## src/rtl/rxst_pkg.sv

```systemverilog
// Shared types for the receive error status tracker.
// Assumes an 8-bit character; the tag bits travel beside the data.
package rxst_pkg;
    localparam int CHAR_W = 8;

    typedef struct packed {
        logic              brk;
        logic              frm;
        logic              par;
        logic [CHAR_W-1:0] data;
    } rx_entry_t;

    function automatic logic entry_has_err(input rx_entry_t e);
        return e.brk | e.frm | e.par;
    endfunction
endpackage

```

## src/rtl/rxst_store.sv

```systemverilog
// Character store: circular buffer of tagged entries with a count.
// Assumes the controller never asks for push when full (without pop),
// and that overwrite is only asked while exactly one entry is held.
// flush restarts at slot 0; a same-cycle push lands in slot 0.
module rxst_store
    import rxst_pkg::*;
#(
    parameter int DEPTH = 16
) (
    input  logic                         clk,
    input  logic                         rst_n,
    input  logic                         flush,
    input  logic                         push,
    input  logic                         pop,
    input  logic                         overwrite,
    input  rx_entry_t                    wr_entry,
    output rx_entry_t                    head,
    output logic [$clog2(DEPTH+1)-1:0]   count
);
    localparam int PTR_W = (DEPTH > 1) ? $clog2(DEPTH) : 1;
    localparam int CNT_W = $clog2(DEPTH+1);
    localparam logic [PTR_W-1:0] LAST = PTR_W'(DEPTH - 1);

    logic [PTR_W-1:0] rd_ptr, wr_ptr, wr_addr;
    logic             wr_en;
    rx_entry_t        slot [DEPTH];

    function automatic logic [PTR_W-1:0] step(input logic [PTR_W-1:0] p);
        return (p == LAST) ? '0 : p + PTR_W'(1);
    endfunction

    // Pick the slot written this cycle.
    always_comb begin
        wr_en   = push | overwrite;
        wr_addr = flush ? '0 : (overwrite ? rd_ptr : wr_ptr);
    end

    // One register per slot, loaded when addressed.
    for (genvar g = 0; g < DEPTH; g++) begin : g_slot
        always_ff @(posedge clk) begin
            if (wr_en && (wr_addr == PTR_W'(g)))
                slot[g] <= wr_entry;
        end
    end

    // Advance pointers and occupancy.
    always_ff @(posedge clk) begin
        if (!rst_n) begin
            rd_ptr <= '0;
            wr_ptr <= '0;
            count  <= '0;
        end else if (flush) begin
            rd_ptr <= '0;
            wr_ptr <= push ? PTR_W'(1) : '0;
            count  <= push ? CNT_W'(1) : '0;
        end else if (!overwrite) begin
            if (push) wr_ptr <= step(wr_ptr);
            if (pop)  rd_ptr <= step(rd_ptr);
            count <= count + CNT_W'(push) - CNT_W'(pop);
        end
    end

    assign head = slot[rd_ptr];
endmodule

```

## src/rtl/rxst_err_tally.sv

```systemverilog
// Counts stored entries that carry any error tag; the aggregate
// flag is set while the count is non-zero. Assumes add and sub
// describe the same cycle's store traffic as the character store.
module rxst_err_tally #(
    parameter int DEPTH = 16
) (
    input  logic clk,
    input  logic rst_n,
    input  logic flush,
    input  logic add,
    input  logic sub,
    output logic any_err
);
    localparam int CNT_W = $clog2(DEPTH+1);
    logic [CNT_W-1:0] n_err;

    // Track the number of erroneous entries held.
    always_ff @(posedge clk) begin
        if (!rst_n)     n_err <= '0;
        else if (flush) n_err <= add ? CNT_W'(1) : '0;
        else            n_err <= n_err + CNT_W'(add) - CNT_W'(sub);
    end

    assign any_err = (n_err != '0);
endmodule

```

## src/rtl/rxst_ovr_flag.sv

```systemverilog
// Sticky overrun flag: set by an event, cleared by a status read;
// an event in the read cycle wins.
module rxst_ovr_flag (
    input  logic clk,
    input  logic rst_n,
    input  logic set_evt,
    input  logic clr_rd,
    output logic flag
);
    // Hold the overrun indication until it is read.
    always_ff @(posedge clk) begin
        if (!rst_n)       flag <= 1'b0;
        else if (set_evt) flag <= 1'b1;
        else if (clr_rd)  flag <= 1'b0;
    end
endmodule

```

## src/rtl/rx_status_tracker.sv

```systemverilog
// Receive status tracker for a 16550-style serial port. Decides per
// cycle whether an arriving character is stored, dropped (full store
// in queued mode) or overwrites the held one (single-buffer mode),
// and derives the head tags, data-ready and aggregate error flags.
// Assumes at most one arrival per cycle and single-cycle read pulses.
module rx_status_tracker
    import rxst_pkg::*;
#(
    parameter int DEPTH = 16
) (
    input  logic              clk,
    input  logic              rst_n,
    input  logic              fifo_mode,
    input  logic              fifo_clear,
    input  logic              rx_valid,
    input  logic [CHAR_W-1:0] rx_data,
    input  logic              rx_par_err,
    input  logic              rx_frm_err,
    input  logic              rx_brk,
    input  logic              data_rd,
    input  logic              status_rd,
    output logic [CHAR_W-1:0] head_data,
    output logic              data_ready,
    output logic              overrun,
    output logic              par_err,
    output logic              frm_err,
    output logic              brk_err,
    output logic              fifo_err
);
    localparam int CNT_W = $clog2(DEPTH+1);

    logic             mode_q;
    logic             flush, has_data, full;
    logic             push, pop, overwrite, drop;
    logic             err_add, err_sub;
    logic [CNT_W-1:0] count;
    rx_entry_t        arrival, head;

    // Remember the mode so that a change can empty the store.
    always_ff @(posedge clk) begin
        if (!rst_n) mode_q <= 1'b0;
        else        mode_q <= fifo_mode;
    end

    // Turn the arriving character into a store entry; break is a zero char.
    always_comb begin
        if (rx_brk) arrival = '{brk: 1'b1, frm: 1'b1, par: 1'b0, data: '0};
        else        arrival = '{brk: 1'b0, frm: rx_frm_err, par: rx_par_err, data: rx_data};
    end

    // Decide store traffic for this cycle.
    always_comb begin
        flush     = (fifo_mode != mode_q) || (fifo_mode && fifo_clear);
        has_data  = (count != '0);
        full      = (count == CNT_W'(DEPTH));
        pop       = data_rd && has_data && !flush;
        push      = 1'b0;
        overwrite = 1'b0;
        drop      = 1'b0;
        if (flush) begin
            push = rx_valid;
        end else if (fifo_mode) begin
            push = rx_valid && (!full || pop);
            drop = rx_valid && full && !pop;
        end else begin
            overwrite = rx_valid && has_data && !pop;
            push      = rx_valid && !overwrite;
        end
        err_add = (push || overwrite) && entry_has_err(arrival);
        err_sub = (pop || overwrite) && entry_has_err(head);
    end

    rxst_store #(.DEPTH(DEPTH)) u_store (
        .clk       (clk),
        .rst_n     (rst_n),
        .flush     (flush),
        .push      (push),
        .pop       (pop),
        .overwrite (overwrite),
        .wr_entry  (arrival),
        .head      (head),
        .count     (count)
    );

    rxst_err_tally #(.DEPTH(DEPTH)) u_tally (
        .clk     (clk),
        .rst_n   (rst_n),
        .flush   (flush),
        .add     (err_add),
        .sub     (err_sub),
        .any_err (fifo_err)
    );

    rxst_ovr_flag u_ovr (
        .clk     (clk),
        .rst_n   (rst_n),
        .set_evt (drop || overwrite),
        .clr_rd  (status_rd),
        .flag    (overrun)
    );

    // Present the head entry, masked while empty.
    always_comb begin
        data_ready = has_data;
        head_data  = has_data ? head.data : '0;
        par_err    = has_data && head.par;
        frm_err    = has_data && head.frm;
        brk_err    = has_data && head.brk;
    end
endmodule

```

## config.mk

```make
export PLATFORM = sky130hd
export DESIGN_NAME = rx_status_tracker
export DESIGN_NICKNAME = d
export VERILOG_FILES = /design/src/rtl/rxst_pkg.sv /design/src/rtl/rxst_store.sv /design/src/rtl/rxst_err_tally.sv /design/src/rtl/rxst_ovr_flag.sv /design/src/rtl/rx_status_tracker.sv
export SDC_FILE = /design/constraint.sdc
export NUM_CORES = 1
export LEC_CHECK = 0
export ABC_CLOCK_PERIOD_IN_PS = 3300
export BUFFER_PORTS_ARGS = -buffer_cell sky130_fd_sc_hd__buf_2
export CORE_UTILIZATION = 25
export CTS_BUF_LIST = sky130_fd_sc_hd__clkbuf_8 sky130_fd_sc_hd__clkbuf_16
export DETAILED_ROUTE_END_ITERATION = 8
export PLACE_DENSITY = 0.41
export SYNTH_ARGS = -nofsm -noshare
export SYNTH_HDL_FRONTEND = slang
export SYNTH_SLANG_ARGS = --single-unit
```

## constraint.sdc

```tcl
create_clock -name clk -period 3.3 [get_ports clk]
set_clock_uncertainty 0.1 [all_clocks]
set_input_delay 0.165 -clock clk [delete_from_list [all_inputs] [get_ports clk]]
set_output_delay 0.165 -clock clk [all_outputs]
set_load 0.005 [all_outputs]
```

After elaboration in Yosys (flattened, before gate mapping)
Memory sizes are Yosys's and may differ from the RTL's. A register that Yosys moved wholly into a read port is not among the register bits.
Cells that the tools add are included.
- output and inout bits: 14
- RAM bits: 176
- memories kept: 1
- bits in registers: 20
- input port bits: 18
- word-level logic and storage cells: 204
- reductions and logical operators: 62
- muxes and demuxes: 102
- bitwise gates (word level): 7
- eq/ne operators: 20
- add/subtract/negate cells: 6
- memories (memory ; depth ; width ; read ports ; clocked after Yosys merged registers in ; wr ports ; RTL line ; source):
    u_store.slot ; 16 ; 11 ; 1 ; 1 ; 1 ; rxst_store.sv:26 ; rx_entry_t slot [DEPTH];
- operator list (kind ; number):
    $mux W11 ; 16
    $reduce_or A11 Y1 ; 15
    $mux W4 ; 24
    $mux W1 ; 58
    $eq A4 B4 Y1 const B ; 10
    $logic_and A1 B1 Y1 ; 30
    $eq A4 B3 Y1 const B ; 4
    $mux W5 ; 3
    $add A5 B1 Y5 ; 2
    $reduce_bool A5 Y1 ; 2
    $sub A5 B1 Y5 ; 2
    $add A4 B1 Y4 const B ; 2
    $eq A4 B2 Y1 const B ; 2
    $mux W8 ; 1
    $eq A5 B5 Y1 const B ; 1
    $logic_or A1 B1 Y1 ; 5
    $or A1 B1 Y1 ; 5
    $eq A4 B1 Y1 const B ; 1
    $logic_not A1 Y1 ; 4
    $logic_not A4 Y1 ; 1
    $reduce_and A2 Y1 ; 2
    $reduce_bool A2 Y1 ; 2
    $ne A2 B1 Y1 const B ; 1
    $not A1 Y1 ; 2
    other kinds (2) ; 2

Logic depth before layout (Yosys ltp)
Gate-level depths: netlist of the first run.
- depth in word-level cells: 30
- gate-level depth with buffers: 15
- mapped depth without buffers: 15

Cells and area by module
Synthesis of the first run repeated with hierarchy kept, for this count alone.
- cell total of the unflattened synthesis: 497
- area total of the unflattened synthesis: 8364.3 um2
- modules (own cells, without submodules) (module ; cells an instance ; sequential area each (um2) ; area each (um2) ; times used):
    rxst_store ; 413 ; 5625.4 ; 7674.9 ; 1
    rxst_err_tally ; 38 ; 100.1 ; 351.6 ; 1
    rx_status_tracker ; 43 ; 20.0 ; 296.5 ; 1
    rxst_ovr_flag ; 3 ; 20.0 ; 41.3 ; 1

Least setup slack after synthesis of the first run
No wires, ideal clock.
- path kind: register to register
- start point: reg (tool-made name)
- end point: reg u_tally.n_err[4]
- setup time: 71 ps
- clock period less this slack: 3404 ps
- path buffers: 2
- required time: 3129 ps
- stages on the path, launching flop included: 16
- setup slack: -104 ps
- data arrival time: 3234 ps
- path through: dfxtp_1 > buf_6 > buf_4 > mux4_2 > a22oi_1 > nand3_1 > nor2_1 > a221oi_1 > ha_1 > inv_1 > ha_1 > fa_1 > a21oi_1 > nor2_1 > or3_1 > a21oi_1
- RTL lines (what ; RTL line ; source):
    end signal, assigned ; rxst_err_tally.sv:20 ; else if (flush) n_err <= add ? CNT_W'(1) : '0;
    end signal, assigned ; rxst_err_tally.sv:21 ; else n_err <= n_err + CNT_W'(add) - CNT_W'(sub);
    end, declared ; rxst_err_tally.sv:15 ; logic [CNT_W-1:0] n_err;

==> key figures, run 1 <==
Clock network
  • Root buf cell: clkbuf_16
  • Clk sinks: 200
  • TritonCTS clock tree: yes
  • Clock transition at path regs: 0.07 ns
  • Total CTS buffers: 17
  • CTS max path bufs: 2
  • H-tree levels: 4
  • Clk_lat worst skew: 0.43 ns

Critical path
  • Cell family with most CP delay: adder cells
  • WS Path Type: reg2reg
  • Worst setup EP type: flip-flop
  • Crit path max fanout: 7
  • Startpoint types: flip-flop
  • Slowest stage delay, CP: 0.51 ns
  • Crit path cell chain: buf_4 > mux4_2 > a22oi_1 > and3_4 > a221oi_2 > ha_1 > inv_1 > ha_2 > fa_2 > a21oi_2 > nor2_1 > or3_4 > a21oi_2
  • Worst path slowest cell: mux4_2
  • Arr. time, crit path: 3.55 ns
  • CP Data Required Time: 3.55 ns
  • CP bufs+invs: 2
  • Top cell by count, worst path: a21oi_2

Detailed routing
  • Post-Route WL: 20,300 um
  • Routed vias/inst: 4.42
  • Routed len/inst: 20.2 um
  • Via Count: 4,451
  • Drt first-iter violations: 381
  • Drt pass-1 iters: 4
  • Antenna-violating nets left: 0
  • Residual DRC: 0

Min path
  • Hold_sp: rx_par_err
  • Hold Path Class: in2reg

Pwr
  • Pwr Density: 532 nW/um2
  • P_leak: 3.31 nW
  • Combinational share of power: 9.4%
  • Switching part of the total: 24.3%
  • Internal Pwr Total: 4.09 mW
  • VDD IR max: 0.000330 V
  • Sequential power share: 51.8%
  • Clock network fraction of design power: 38.8%
  • P_sw: 1.31 mW

Synth
  • Synthesis Warnings: 0
  • Syn avg cell area: 18.1 um2
  • Post-Syn Area: 8420 um2
  • Number of synthesized flops with an enable pin: 176
  • Async SR Flop Fraction: 0%
  • Flop and latch count out of synthesis: 200
  • Syn Nets: 500
  • Ys flop type: edfxtp_1
  • Unique masters post-synth: 59
  • Cell count after synthesis: 466
  • Sequential area share after synthesis: 68.5%

GRT
  • Largest net degree at the start of global routing: 26
  • Initial antenna violation count: 0
  • Vias in the first global route: 4,696
  • First-pass GRT wire length: 30,600 um
  • Gr usage total: 12.6%
  • Total grt overflow: 0

Timing
  • Max Slew Vio Count: 0
  • Setup repair after global routing missed its margin: true
  • Max Freq: 303 MHz
  • Worst slew pin tran: 1.06 ns
  • Tcrit/Tclk final: 99.9%
  • Final setup fails: 0
  • Final min period: 3.30 ns
  • Slew headroom: 29.2%
  • Final hold vios: 0
  • Final hold slack: 0.130 ns
  • Final setup margin: 0.00329 ns

Layout
  • Area Growth Syn to Fin: 20.6%
  • NumNets Final: 587
  • Finished Layout Cells: 1,008
  • # diodes: 0
  • Fillers: 3,295
  • Utilization after layout: 30.9%
  • Proportion of layout cells with a drive suffix above 1: 35.2%

Placement
  • PortBufs: 31
  • Pre-CTS setup slack: -0.212 ns
  • Cells after DPL: 969
  • GPL Wtd Cong: 0.805
  • HPWL after DPL: 12,800 um

Floorplanning
  • Die span in y: 186 um
  • Die Wd: 186 um
  • Core area: 32,900 um2
  • I/O Pins: 32
  • Num rows: 66
  • Die footprint: 34,400 um2
  • Initial Util: 25.6%

Job
  • Max Cap Viol: 0

Outcome
  • Status: finished clean
==> layout make-up <==
class                      count  area [um2]  area share [%]
timing repair buffer          84         581            5.72
clock buffer                  17         425            4.19
inverter                      17        63.8           0.628
multi-input combinational    233        2580            25.5
clock inverter                15         179            1.76
sequential                   200        5770            56.8
tap                          442         553            5.45
==> cell usage after synthesis (all sizes together) (5+ instances only) <==
cell type / instances / area (um2)
inv: 17 / 63.8
and2: 10 / 62.6
a31oi: 6 / 37.5
o21ai: 6 / 30.0
mux2i: 7 / 95.1
mux4: 52 / 1170
nand2: 19 / 71.3
dfxtp: 24 / 480
buf: 11 / 76.3
ha: 14 / 175
clkbuf: 5 / 18.8
nor2: 23 / 86.3
nor2b: 12 / 75.1
a21oi: 13 / 65.1
nand3: 8 / 40.0
edfxtp: 176 / 5290
xnor2: 5 / 43.8
==> worst register-to-register path: cells and delay by family, from the launching register on <==
family	cells	cell delay, ns
compound gates	4	0.57
fa+ha+maj	3	0.80
buf+inv	2	0.23
flops	1	0.35
mux	1	0.51
simple gates	3	0.67
==> power by group through the flow <==
| stage | clock network, mW | logic [mW] | registers (mW) |
|---|---|---|---|
| floorplan | 0 | 0.302 | 2.85 |
| global placement | 0 | 0.472 | 2.86 |
| detailed placement | 0 | 0.486 | 2.86 |
| CTS | 2.16 | 0.502 | 2.80 |
| global route | 2.24 | 0.566 | 2.80 |
| finish | 2.10 | 0.510 | 2.80 |
==> worst paths after layout <==
kind / slack, ns / depth (start not counted) / to
worst min-delay path: 0.13 / 4 / u_tally.n_err[0]$_SDFF_PN0_
worst min register to register: 0.44 / 2 / u_store.count[2]$_SDFFE_PN0P_
worst max register to register: 0.003 / 13 / u_tally.n_err[4]$_SDFF_PP0_
worst max-delay path: 0.003 / 13 / u_tally.n_err[4]$_SDFF_PP0_
==> flip-flops by register name (all words and copies together) (netlist names), named ones only <==
name	cells
u_ovr.flag	1
u_store.rd_ptr	4
u_store.wr_ptr	4
u_store.count	5
u_tally.n_err	5
mode_q	1
u_store.slot	176
==> metrics by stage <==
step / power, mW / cell area (um2) / setup TNS (ns)
after floorplan: 3.15 / 8450 / 0
after global placement: 3.33 / 9420 / -0.0833
after detailed placement: 3.34 / 9420 / -0.212
after CTS: 5.46 / 10100 / 0
after global routing: 5.61 / 10200 / -0.116
final: 5.41 / 10200 / 0
==> routing by layer <==
layer / routed length (um) / GRT usage, % / up-vias / share of wire, %
met1: 9080 / 16.3 / 2326 / 45
met3: 783 / 2.48 / 17 / 3.9
met2: 10300 / 21.4 / 78 / 50
li1: - / - / 2030 / -
met4: 204 / 3.27 / 0 / 1.0
met5: 0 / 0 / - / 0
==> what timing repair did <==
| action | 4_1_cts | 5_1_grt |
|---|---|---|
| gates resized for setup | 8 | 8 |
| hold buffers | 6 | 0 |
| pin swaps | 5 | 5 |
| setup buffers | 0 | 1 |
| hold endpoints to repair | 8 | 0 |
| setup endpoints to repair | 1 | 2 |
==> layout by cell type, fill, tap and decap left out, drive strengths merged, types with 3 or more instances in the layout <==
cell type    count
nor3             4
a21o             3
o21ai            6
xnor2            5
buf             78
nand3b           3
ha              14
nor3b            3
mux4            52
inv             23
or2              3
clkinvlp         3
a22oi            3
xor2             3
a31oi            6
clkbuf          17
nand2           19
clkinv           5
dfxtp           24
mux2i            7
a21oi           13
nor2b           12
nor2            23
dlygate4sd3      6
and3             4
and4b            3
and2            10
nand3            8
nand2b           4
edfxtp         176
==> cells by family after synthesis <==
logic type / Yosys count / synth area share, %
adders and majority gates: 16 / 2.56
DFF: 200 / 68.5
AOI/OAI and AO/OA: 41 / 3.18
muxes: 59 / 15.0
buffers and inverters: 33 / 1.89
and+or+nand+nor: 109 / 8.02
xor gates and xnor gates: 8 / 0.832
(Power assumes the default switching activity.)
==> run 2, diff against run 1 <==
--- a/config.mk
+++ b/config.mk
@@ -6,10 +6,10 @@
 export NUM_CORES = 1
 export LEC_CHECK = 0
 export ABC_CLOCK_PERIOD_IN_PS = 3300
-export BUFFER_PORTS_ARGS = -buffer_cell sky130_fd_sc_hd__buf_2
 export CORE_UTILIZATION = 25
 export CTS_BUF_LIST = sky130_fd_sc_hd__clkbuf_8 sky130_fd_sc_hd__clkbuf_16
 export DETAILED_ROUTE_END_ITERATION = 8
+export DONT_BUFFER_PORTS = 1
 export PLACE_DENSITY = 0.41
 export SYNTH_ARGS = -nofsm -noshare
 export SYNTH_HDL_FRONTEND = slang
==> run 2 against run 1 <==
  * Wire length increased by 0.59%
  * Power increased by 1.1%
  * Sequential power about the same
  * Die area unchanged
==> key figures, run 2 (synthesized netlist as in run 1, its figures left out) <==
Layout
  • Proportion of layout cells with a drive suffix above 1: 31.1%
  • Most common cell after layout, fill and taps aside: edfxtp_1
  • # diodes: 0
  • Most frequent cells in the layout: 176 x edfxtp_1, 52 x mux4_2, 49 x buf_4, 22 x nor2_1, 22 x dfxtp_1
  • Utilization after layout: 30.7%
  • Finished Layout Cells: 985
  • Max reg flops: 176
  • Area Growth Syn to Fin: 19.9%
  • NumNets Final: 564
  • Largest regs: u_store.slot (176), u_store.count (5), u_tally.n_err (5)
  • Fillers: 3,271
  • Biggest register: u_store.slot

Floorplanning
  • Num rows: 66
  • Initial Util: 25.6%
  • Die span in y: 186 um
  • Core area: 32,900 um2
  • Die footprint: 34,400 um2
  • Die Wd: 186 um
  • I/O Pins: 32

Pwr
  • Clock network fraction of design power: 40.2%
  • Internal Pwr Total: 4.15 mW
  • Switching part of the total: 24.1%
  • P_sw: 1.32 mW
  • Combinational share of power: 8.5%
  • Sequential power share: 51.2%
  • VDD IR max: 0.000363 V
  • Pwr Density: 541 nW/um2
  • P_leak: 3.23 nW

Placement
  • PortBufs: 0
  • Cells after DPL: 937
  • GPL Wtd Cong: 0.740
  • HPWL after DPL: 12,700 um
  • Pre-CTS setup slack: -0.229 ns

Critical path
  • CP bufs+invs: 1
  • Cell family with most CP delay: adder cells
  • Crit path cell chain: mux4_2 > a22oi_2 > nand3_1 > nor2_2 > a221oi_2 > ha_1 > inv_2 > ha_4 > fa_2 > a21oi_2 > nor2_1 > or3_1 > a21oi_2
  • Arr. time, crit path: 3.55 ns
  • Worst path slowest cell: mux4_2
  • Worst setup EP type: flip-flop
  • Crit path max fanout: 7
  • Top cell by count, worst path: a21oi_2
  • Startpoint types: flip-flop
  • Slowest stage delay, CP: 0.54 ns
  • WS Path Type: reg2reg
  • CP Data Required Time: 3.56 ns

Clock network
  • TritonCTS clock tree: yes
  • CTS max path bufs: 2
  • Root buf cell: clkbuf_16
  • Total CTS buffers: 17
  • Clk sinks: 200
  • Clk_lat worst skew: 0.44 ns
  • Clock transition at path regs: 0.07 ns
  • H-tree levels: 4

Timing
  • Final setup margin: 0.00499 ns
  • Final setup fails: 0
  • Tcrit/Tclk final: 99.8%
  • Final min period: 3.30 ns
  • Worst slew pin tran: 0.989 ns
  • Max Slew Vio Count: 0
  • Setup repair after global routing missed its margin: true
  • Max Freq: 303 MHz
  • Final hold vios: 0
  • Slew headroom: 33.9%

Detailed routing
  • Routed len/inst: 20.8 um
  • Via Count: 4,395
  • Antenna-violating nets left: 0
  • Drt first-iter violations: 268
  • Drt pass-1 iters: 4
  • Routed vias/inst: 4.46
  • Residual DRC: 0
  • Post-Route WL: 20,400 um

Min path
  • Hold Path Class: in2reg

GRT
  • Gr usage total: 12.6%
  • Initial antenna violation count: 0
  • Total grt overflow: 0
  • Vias in the first global route: 4,736
  • Largest net degree at the start of global routing: 25
  • First-pass GRT wire length: 30,500 um

Outcome
  • Status: finished clean

Job
  • Max Cap Viol: 0
[run 2: metal layers]
layer	global-route usage (%)	share of wire, %
met3	2.74	4.1
met1	16.8	46
met2	20.5	48
met5	0	0
met4	4.07	1.3
[run 2: what timing repair did]
item                       CTS  global route
gates cloned                 0             0
pin swaps                    8             4
setup buffers                3             4
hold buffers                 9             0
setup endpoints to repair    1             4
hold endpoints to repair    28             0
resized for setup            7             7
[run 2: layout make-up]
cell class	instances	area, um2	share of cell area (%)
clock buffer	17	425	4.21
timing repair buffer	61	509	5.04
clock inverter	15	203	2.01
tap	442	553	5.48
inverter	17	63.8	0.632
multi-input combinational	233	2570	25.5
sequential	200	5770	57.1
[run 2: path summary, 6_finish.rpt]
check | startpoint | to | slack (ns) | cells past startpoint
worst max-delay path | flip-flop | u_tally.n_err[4]$_SDFF_PP0_ | 0.005 | 13
worst min-delay path | rx_brk | u_store.slot[14][5]$_DFFE_PP_ | 0.02 | 1
worst max register to register | flip-flop | u_tally.n_err[4]$_SDFF_PP0_ | 0.005 | 13
worst min register to register | u_store.count[3]$_SDFFE_PN0P_ | u_store.count[3]$_SDFFE_PN0P_ | 0.42 | 2
[run 2: worst register-to-register path, stage by stage, from the launching register on]
cell and delay [ns]:
dfxtp_4 0.43, mux4_2 0.54, a22oi_2 0.22, nand3_1 0.12, nor2_2 0.19, a221oi_2 0.10
ha_1 0.31, inv_2 0.04, ha_4 0.15, fa_2 0.34, a21oi_2 0.13, nor2_1 0.06
or3_1 0.35, a21oi_2 0.14
[run 2: power by group through the flow]
stage / combinational [mW] / sequential [mW] / clock (mW)
4_1_cts: 0.459 / 2.80 / 2.26
6_report: 0.466 / 2.80 / 2.20
3_3_place_gp: 0.422 / 2.86 / 0
2_1_floorplan: 0.302 / 2.85 / 0
5_1_grt: 0.520 / 2.80 / 2.34
3_5_place_dp: 0.430 / 2.86 / 0
[run 2: stage by stage]
stage | setup TNS [ns] | area (um2) | total power, mW | hold WS (ns)
2_1_floorplan | 0 | 8450 | 3.15 | 0.164
3_3_place_gp | -0.154 | 9260 | 3.28 | 0.175
3_5_place_dp | -0.229 | 9260 | 3.29 | 0.176
4_1_cts | -0.0388 | 10000 | 5.52 | 0.0102
5_1_grt | -0.169 | 10100 | 5.66 | 0.0376
6_report | 0 | 10100 | 5.46 | 0.0239
